[src/rtl/tpoll_pkg.sv]
package tpoll_pkg;

  // Result codes seen at result_o
  typedef enum logic [1:0] {
    RES_OK  = 2'b00,
    RES_ERR = 2'b01,
    RES_TMO = 2'b10
  } res_e;

  // Verdict on one captured pair
  typedef enum logic [1:0] {
    V_SETTLED = 2'b00,
    V_RETRY   = 2'b01,
    V_CONFIRM = 2'b10,
    V_FAULT   = 2'b11
  } verdict_e;

endpackage

[src/rtl/tpoll_timer.sv]
module tpoll_timer #(
  parameter int TW = 32
) (
  input  logic          clk,
  input  logic          rst_n,
  input  logic          clr_i,
  input  logic          run_i,
  input  logic [TW-1:0] limit_i,
  output logic          expired_o
);

  localparam logic [TW-1:0] NO_LIMIT = {TW{1'b1}};

  logic [TW-1:0] cnt_q, cnt_d;
  logic          cnt_en;

  always_comb begin
    cnt_en = 1'b0;
    cnt_d  = cnt_q;
    if (clr_i) begin
      cnt_en = 1'b1;
      cnt_d  = '0;
    end else if (run_i && (cnt_q != NO_LIMIT)) begin
      cnt_en = 1'b1;
      cnt_d  = cnt_q + 1'b1;
    end
  end

  always_ff @(posedge clk or negedge rst_n) begin
    if (!rst_n) begin
      cnt_q <= '0;
    end else if (cnt_en) begin
      cnt_q <= cnt_d;
    end
  end

  assign expired_o = (limit_i != NO_LIMIT) && (cnt_q > limit_i);

  // once expired, it stays expired until cleared
  a_r9_expiry_sticky: assert property (@(posedge clk) disable iff (!rst_n)
    (expired_o && !clr_i && $stable(limit_i)) |=> expired_o);

endmodule

[src/rtl/tpoll_pair_reader.sv]
module tpoll_pair_reader #(
  parameter int DW = 16
) (
  input  logic          clk,
  input  logic          rst_n,
  input  logic          go_i,
  output logic          rd_req_o,
  input  logic          rd_ack_i,
  input  logic [DW-1:0] rd_data_i,
  output logic          pair_done_o,
  output logic [DW-1:0] first_o,
  output logic [DW-1:0] second_o
);

  typedef enum logic [1:0] {P_IDLE, P_REQ, P_WAIT} pst_e;

  pst_e          st_q, st_d;
  logic          sel_q, sel_d;
  logic          done_q, done_d;
  logic [DW-1:0] w0_q, w1_q;
  logic          w0_en, w1_en;

  always_comb begin
    st_d   = st_q;
    sel_d  = sel_q;
    done_d = 1'b0;
    w0_en  = 1'b0;
    w1_en  = 1'b0;
    case (st_q)
      P_IDLE: begin
        if (go_i) begin
          sel_d = 1'b0;
          st_d  = P_REQ;
        end
      end
      P_REQ: st_d = P_WAIT;
      P_WAIT: begin
        if (rd_ack_i) begin
          if (!sel_q) begin
            w0_en = 1'b1;
            sel_d = 1'b1;
            st_d  = P_REQ;
          end else begin
            w1_en  = 1'b1;
            done_d = 1'b1;
            st_d   = P_IDLE;
          end
        end
      end
      default: st_d = P_IDLE;
    endcase
  end

  always_ff @(posedge clk or negedge rst_n) begin
    if (!rst_n) begin
      st_q   <= P_IDLE;
      sel_q  <= 1'b0;
      done_q <= 1'b0;
    end else begin
      st_q   <= st_d;
      sel_q  <= sel_d;
      done_q <= done_d;
    end
  end

  always_ff @(posedge clk or negedge rst_n) begin
    if (!rst_n) begin
      w0_q <= '0;
    end else if (w0_en) begin
      w0_q <= rd_data_i;
    end
  end

  always_ff @(posedge clk or negedge rst_n) begin
    if (!rst_n) begin
      w1_q <= '0;
    end else if (w1_en) begin
      w1_q <= rd_data_i;
    end
  end

  assign rd_req_o    = (st_q == P_REQ);
  assign pair_done_o = done_q;
  assign first_o     = w0_q;
  assign second_o    = w1_q;

  // each request is a single-cycle pulse
  a_r2_req_single: assert property (@(posedge clk) disable iff (!rst_n)
    rd_req_o |=> !rd_req_o);

  // a pair completes only after a second acknowledge
  a_r2_pair_after_ack: assert property (@(posedge clk) disable iff (!rst_n)
    pair_done_o |-> $past(rd_ack_i));

endmodule

[src/rtl/tpoll_judge.sv]
module tpoll_judge
  import tpoll_pkg::*;
#(
  parameter int DW      = 16,
  parameter int TOG_BIT = 6,
  parameter int FLT_BIT = 5
) (
  input  logic [DW-1:0] first_i,
  input  logic [DW-1:0] second_i,
  input  logic          confirm_i,
  output verdict_e      verdict_o
);

  logic toggled;
  logic fault;

  assign toggled = first_i[TOG_BIT] ^ second_i[TOG_BIT];
  assign fault   = first_i[FLT_BIT];

  always_comb begin
    if (!toggled) begin
      verdict_o = V_SETTLED;
    end else if (fault) begin
      verdict_o = confirm_i ? V_FAULT : V_CONFIRM;
    end else begin
      verdict_o = V_RETRY;
    end
  end

endmodule

[src/rtl/flash_toggle_poller.sv]
module flash_toggle_poller
  import tpoll_pkg::*;
#(
  parameter int AW      = 24,
  parameter int DW      = 16,
  parameter int TW      = 32,
  parameter int TOG_BIT = 6,
  parameter int FLT_BIT = 5
) (
  input  logic          clk,
  input  logic          rst_n,
  input  logic          start_i,
  input  logic [AW-1:0] addr_i,
  input  logic [TW-1:0] timeout_i,
  output logic          busy_o,
  output logic          done_o,
  output logic [1:0]    result_o,
  output logic          rd_req_o,
  output logic [AW-1:0] rd_addr_o,
  input  logic          rd_ack_i,
  input  logic [DW-1:0] rd_data_i
);

  typedef enum logic [1:0] {S_IDLE, S_CHECK, S_PAIR, S_FIN} st_e;

  st_e           st_q, st_d;
  logic [AW-1:0] addr_q;
  logic [TW-1:0] limit_q;
  logic          cap_en;
  logic          confirm_q, confirm_d;
  res_e          res_q, res_d;
  logic          timer_clr;
  logic          expired;
  logic          pair_go;
  logic          pair_done;
  logic [DW-1:0] w_first, w_second;
  verdict_e      verdict;

  tpoll_timer #(.TW(TW)) u_timer (
    .clk       (clk),
    .rst_n     (rst_n),
    .clr_i     (timer_clr),
    .run_i     (busy_o),
    .limit_i   (limit_q),
    .expired_o (expired)
  );

  tpoll_pair_reader #(.DW(DW)) u_reader (
    .clk         (clk),
    .rst_n       (rst_n),
    .go_i        (pair_go),
    .rd_req_o    (rd_req_o),
    .rd_ack_i    (rd_ack_i),
    .rd_data_i   (rd_data_i),
    .pair_done_o (pair_done),
    .first_o     (w_first),
    .second_o    (w_second)
  );

  tpoll_judge #(.DW(DW), .TOG_BIT(TOG_BIT), .FLT_BIT(FLT_BIT)) u_judge (
    .first_i   (w_first),
    .second_i  (w_second),
    .confirm_i (confirm_q),
    .verdict_o (verdict)
  );

  always_comb begin
    st_d      = st_q;
    res_d     = res_q;
    confirm_d = confirm_q;
    cap_en    = 1'b0;
    timer_clr = 1'b0;
    pair_go   = 1'b0;
    case (st_q)
      S_IDLE: begin
        if (start_i) begin
          cap_en    = 1'b1;
          timer_clr = 1'b1;
          confirm_d = 1'b0;
          if (timeout_i == '0) begin
            res_d = RES_TMO;
            st_d  = S_FIN;
          end else begin
            st_d  = S_CHECK;
          end
        end
      end
      S_CHECK: begin
        if (expired) begin
          res_d = RES_TMO;
          st_d  = S_FIN;
        end else begin
          pair_go = 1'b1;
          st_d    = S_PAIR;
        end
      end
      S_PAIR: begin
        if (pair_done) begin
          case (verdict)
            V_SETTLED: begin
              res_d = RES_OK;
              st_d  = S_FIN;
            end
            V_FAULT: begin
              res_d = RES_ERR;
              st_d  = S_FIN;
            end
            V_CONFIRM: begin
              confirm_d = 1'b1;
              st_d      = S_CHECK;
            end
            default: begin
              confirm_d = 1'b0;
              st_d      = S_CHECK;
            end
          endcase
        end
      end
      S_FIN:   st_d = S_IDLE;
      default: st_d = S_IDLE;
    endcase
  end

  always_ff @(posedge clk or negedge rst_n) begin
    if (!rst_n) begin
      st_q      <= S_IDLE;
      res_q     <= RES_OK;
      confirm_q <= 1'b0;
    end else begin
      st_q      <= st_d;
      res_q     <= res_d;
      confirm_q <= confirm_d;
    end
  end

  always_ff @(posedge clk or negedge rst_n) begin
    if (!rst_n) begin
      addr_q  <= '0;
      limit_q <= '0;
    end else if (cap_en) begin
      addr_q  <= addr_i;
      limit_q <= timeout_i;
    end
  end

  assign busy_o    = (st_q != S_IDLE);
  assign done_o    = (st_q == S_FIN);
  assign result_o  = res_q;
  assign rd_addr_o = addr_q;

  // done is a single-cycle pulse
  a_r11_done_pulse: assert property (@(posedge clk) disable iff (!rst_n)
    done_o |=> !done_o);

  // zero budget finishes next cycle with timeout
  a_r8_zero_budget: assert property (@(posedge clk) disable iff (!rst_n)
    (!busy_o && start_i && (timeout_i == '0)) |=> (done_o && (result_o == RES_TMO)));

  // an error is only reported from a confirming pair
  a_r6_error_confirmed: assert property (@(posedge clk) disable iff (!rst_n)
    (done_o && (result_o == RES_ERR)) |-> confirm_q);

  // address held for the whole poll
  a_r12_addr_held: assert property (@(posedge clk) disable iff (!rst_n)
    (busy_o && $past(busy_o)) |-> $stable(rd_addr_o));

  // no read is issued in the done cycle
  a_r8_no_read_at_done: assert property (@(posedge clk) disable iff (!rst_n)
    done_o |-> !rd_req_o);

endmodule

[config.mk]
export PLATFORM = sky130hd
export DESIGN_NAME = flash_toggle_poller
export DESIGN_NICKNAME = d
export VERILOG_FILES = /design/src/rtl/tpoll_pkg.sv /design/src/rtl/tpoll_timer.sv /design/src/rtl/tpoll_pair_reader.sv /design/src/rtl/tpoll_judge.sv /design/src/rtl/flash_toggle_poller.sv
export SDC_FILE = /design/constraint.sdc
export NUM_CORES = 1
export LEC_CHECK = 0
export ABC_CLOCK_PERIOD_IN_PS = 4200
export BUFFER_PORTS_ARGS = -buffer_cell sky130_fd_sc_hd__buf_2
export CORE_UTILIZATION = 45
export DETAILED_ROUTE_END_ITERATION = 6
export HOLD_SLACK_MARGIN = 0.08
export PLACE_DENSITY = 0.79
export SETUP_SLACK_MARGIN = 0.4
export SYNTH_ARGS = -nofsm -noshare
export SYNTH_HDL_FRONTEND = slang
export SYNTH_SLANG_ARGS = --single-unit
[constraint.sdc]
create_clock -name clk -period 4.2 [get_ports clk]
set_input_delay 0.84 -clock clk [delete_from_list [all_inputs] [get_ports clk]]
set_output_delay 0.84 -clock clk [all_outputs]
set_load 0.01 [all_outputs]
==> impl_metrics.ini <==
[status]
run_status = complete, but fails checks
violations = DRC

[clock_network]
path_clk_slew_ps = 70
post_cts_buffers = 0
clock-root-buffer = clkbuf_16
cts.htree.levels = 3
clockBufferDepth = 2
cts_made_buffers = 9
clk_latency_ps = 360
cts_num_sinks = 100
hold_buffers = 0
ctsResizeCount = 0
tritoncts = built

[yosys]
synth_seq_cells = 100
synth_most_common_cell = nand2_1
avgSynthCellArea_um2 = 9.07
syn_nets = 706
async_flop_share_pct = 100
mappedNetlistArea_um2 = 5400
ys_top_cells_by_count = nand2_1, dfrtp_1, inv_1
synth_top_cell_area_share_pct = 46.4
yosysTopAreaCell = dfrtp_1
synth_top_family_by_area = simple AND/OR/NAND/NOR gates
synthMuxAreaShare_pct = 1.35
yosys_warnings = 0
synth-seq-area-share_pct = 46.4
synthAdderAreaFrac_pct = 8.12
synth_area_leaders = dfrtp_1, nand2_1, ha_1, o21ai_0, inv_1
synth_compound_area_share_pct = 12.0
synth_enable_flop_cells = 0
synth_xor_xnor_area_share_pct = 1.79
synth-simple-area-share_pct = 25.0
synth_cell_types = 56
ys.flop_type = dfrtp_1
synth_cells = 595

[floorplanning]
fp.coreArea_um2 = 11600
io-pin-count = 105
die_height_um = 111
initial_core_util_pct = 46.7
dieArea_um2 = 12400
fp.dieW_um = 111
fp-row-count = 39

[pwr]
swShare_pct = 36.8
leakagePower_nw = 3.07
switching_power_mw = 1.34
power_density_nw_per_um2 = 583
combPwrFrac_pct = 32.9
clkPwrFrac_pct = 25.5
power.total_mw = 3.65
seq_power_share_pct = 41.6
p_int_mw = 2.31
ir_drop_uv = 565

[layout]
drive_gt1_share_pct = 18.3
antenna_cells = 0
syn_to_final_growth_pct = 16.2
final_area_um2 = 6270
finalNetCount = 790
final_core_util_pct = 54.2
fin_cells = 827
nFillCells = 1050

[place]
dp_hpwl_um = 9490
place_ws_ps = 1440
place.gp.congestion = 0.844
portBuffers = 90
dp.cells = 811
place_area_um2 = 5930

[timing]
fin_setup_tns_ps = 0
fin_crit_ps = 2700
hold_violations = 0
slew_viol_final = 0
worst_pin_slew_ps = 1100
slew_headroom_pct = 26.4
max_clock_freq_mhz = 371
finalSetupViolCount = 0
fin_ws_ps = 1500
finClkSkew_ps = 7.73
finalCritPeriodShare_pct = 64.2
rsz0062_at_grt = no
holdWs_ps = 372

[routing]
vias_per_cell = 5.60
wl_per_cell_um = 15.4
drcViolationCount = 4
routed_wirelength_um = 12700
via_count = 4632
drt_iter0_drc = 252
postRouteAntennaNets = 0
first_pass_iters = 7

[worst_setup_path]
arrival_ps = 2940
critPathCaptureType = register
crit_fanout = 5
worstSetupPathType = register to register
cp.required_ps = 4440
worstSetupStartpointType = register

[grt]
grt_use_total_pct = 21.9
antenna_found_initial = 0
grt_pass1_wl_um = 21800
grt_pass1_vias = 4688
overflow = 0
grt_start_max_net_pins = 113

[min_path]
hold_class = input pin to asynchronous set/reset pin

[flow_run]
cap_violations = 0
-- final cells by class --
| type | instances | area, um2 | share of cell area [%] |
|---|---|---|---|
| well taps | 143 | 179 | 2.85 |
| repair buffers | 92 | 468 | 7.46 |
| flip-flops and latches | 100 | 2500 | 39.9 |
| clock inverters | 3 | 67.6 | 1.08 |
| multi-input cells | 429 | 2610 | 41.6 |
| inverters | 47 | 176 | 2.81 |
| clock buffers | 13 | 270 | 4.31 |
-- sequential cells by signal, summed over array words and instances (netlist names) --
register	flops
confirm_q	1
rd_addr_o	24
u_reader.first_o	2
u_reader.st_q	2
u_reader.pair_done_o	1
st_q	2
u_reader.second_o	1
result_o	2
u_reader.sel_q	1
limit_q	32
u_timer.cnt_q	32
-- power by group through the flow --
stage / sequential, mW / clock, mW / combinational, mW
6_report: 1.52 / 0.933 / 1.20
2_1_floorplan: 1.52 / 0 / 0.776
4_1_cts: 1.52 / 0.953 / 1.22
3_5_place_dp: 1.53 / 0 / 1.22
5_1_grt: 1.56 / 0.988 / 1.38
3_3_place_gp: 1.51 / 0 / 1.14
-- critical path: stages (launching register included) --
cell and delay (ps):
dfrtp_1 450, ha_1 330, nand4_1 130, or3_1 190, o22ai_1 80, a2111oi_0 780, a21oi_2 250, a221o_1 370
-- per-layer routing --
layer | wire, um | GRT usage, % | up-vias
li1 | - | - | 2241
met1 | 5520 | 26.7 | 2247
met2 | 6450 | 38.0 | 126
met3 | 529 | 4.46 | 18
met4 | 249 | 8.92 | 0
met5 | 0 | 0 | -
-- logic make-up after synthesis --
kind of cell | Yosys count
DFF | 100
adders and majority gates | 35
buffers and inverters | 66
and+or+nand+nor | 268
muxes | 7
AOI/OAI and AO/OA | 108
xor gates and xnor gates | 11
-- cells in the final DEF (no fill, tap or decap), types with 4 or more instances in the layout --
cell and count:
clkbuf_16 9, ha_1 35, o21a_1 4, or3_1 9, o31ai_1 8, nor2_1 18, nand2_1 140, nor4_1 13
mux2i_1 5, dfrtp_1 100, and4_1 4, nand3_1 17, inv_1 46, or4_1 6, nor3b_1 4, and2_1 5
nor2b_1 5, nor3_1 9, buf_2 89, a21oi_1 29, xnor2_1 10, o21ai_0 42, nand4_1 18
-- final timing paths --
kind / to / startpoint / cells past startpoint / slack [ps]
max: st_q[0] / u_timer.cnt_q[30] / 7 / 1500
min: limit_q[22] / rst_n / 1 / 370
max reg2reg: st_q[0] / u_timer.cnt_q[30] / 7 / 1500
min reg2reg: rd_addr_o[11] / rd_addr_o[11] / 2 / 470
max in group asynchronous: rd_addr_o[16] / rst_n / 2 / 2990
min in group clk: rd_addr_o[11] / rd_addr_o[11] / 2 / 470
(Power assumes the default switching activity.)
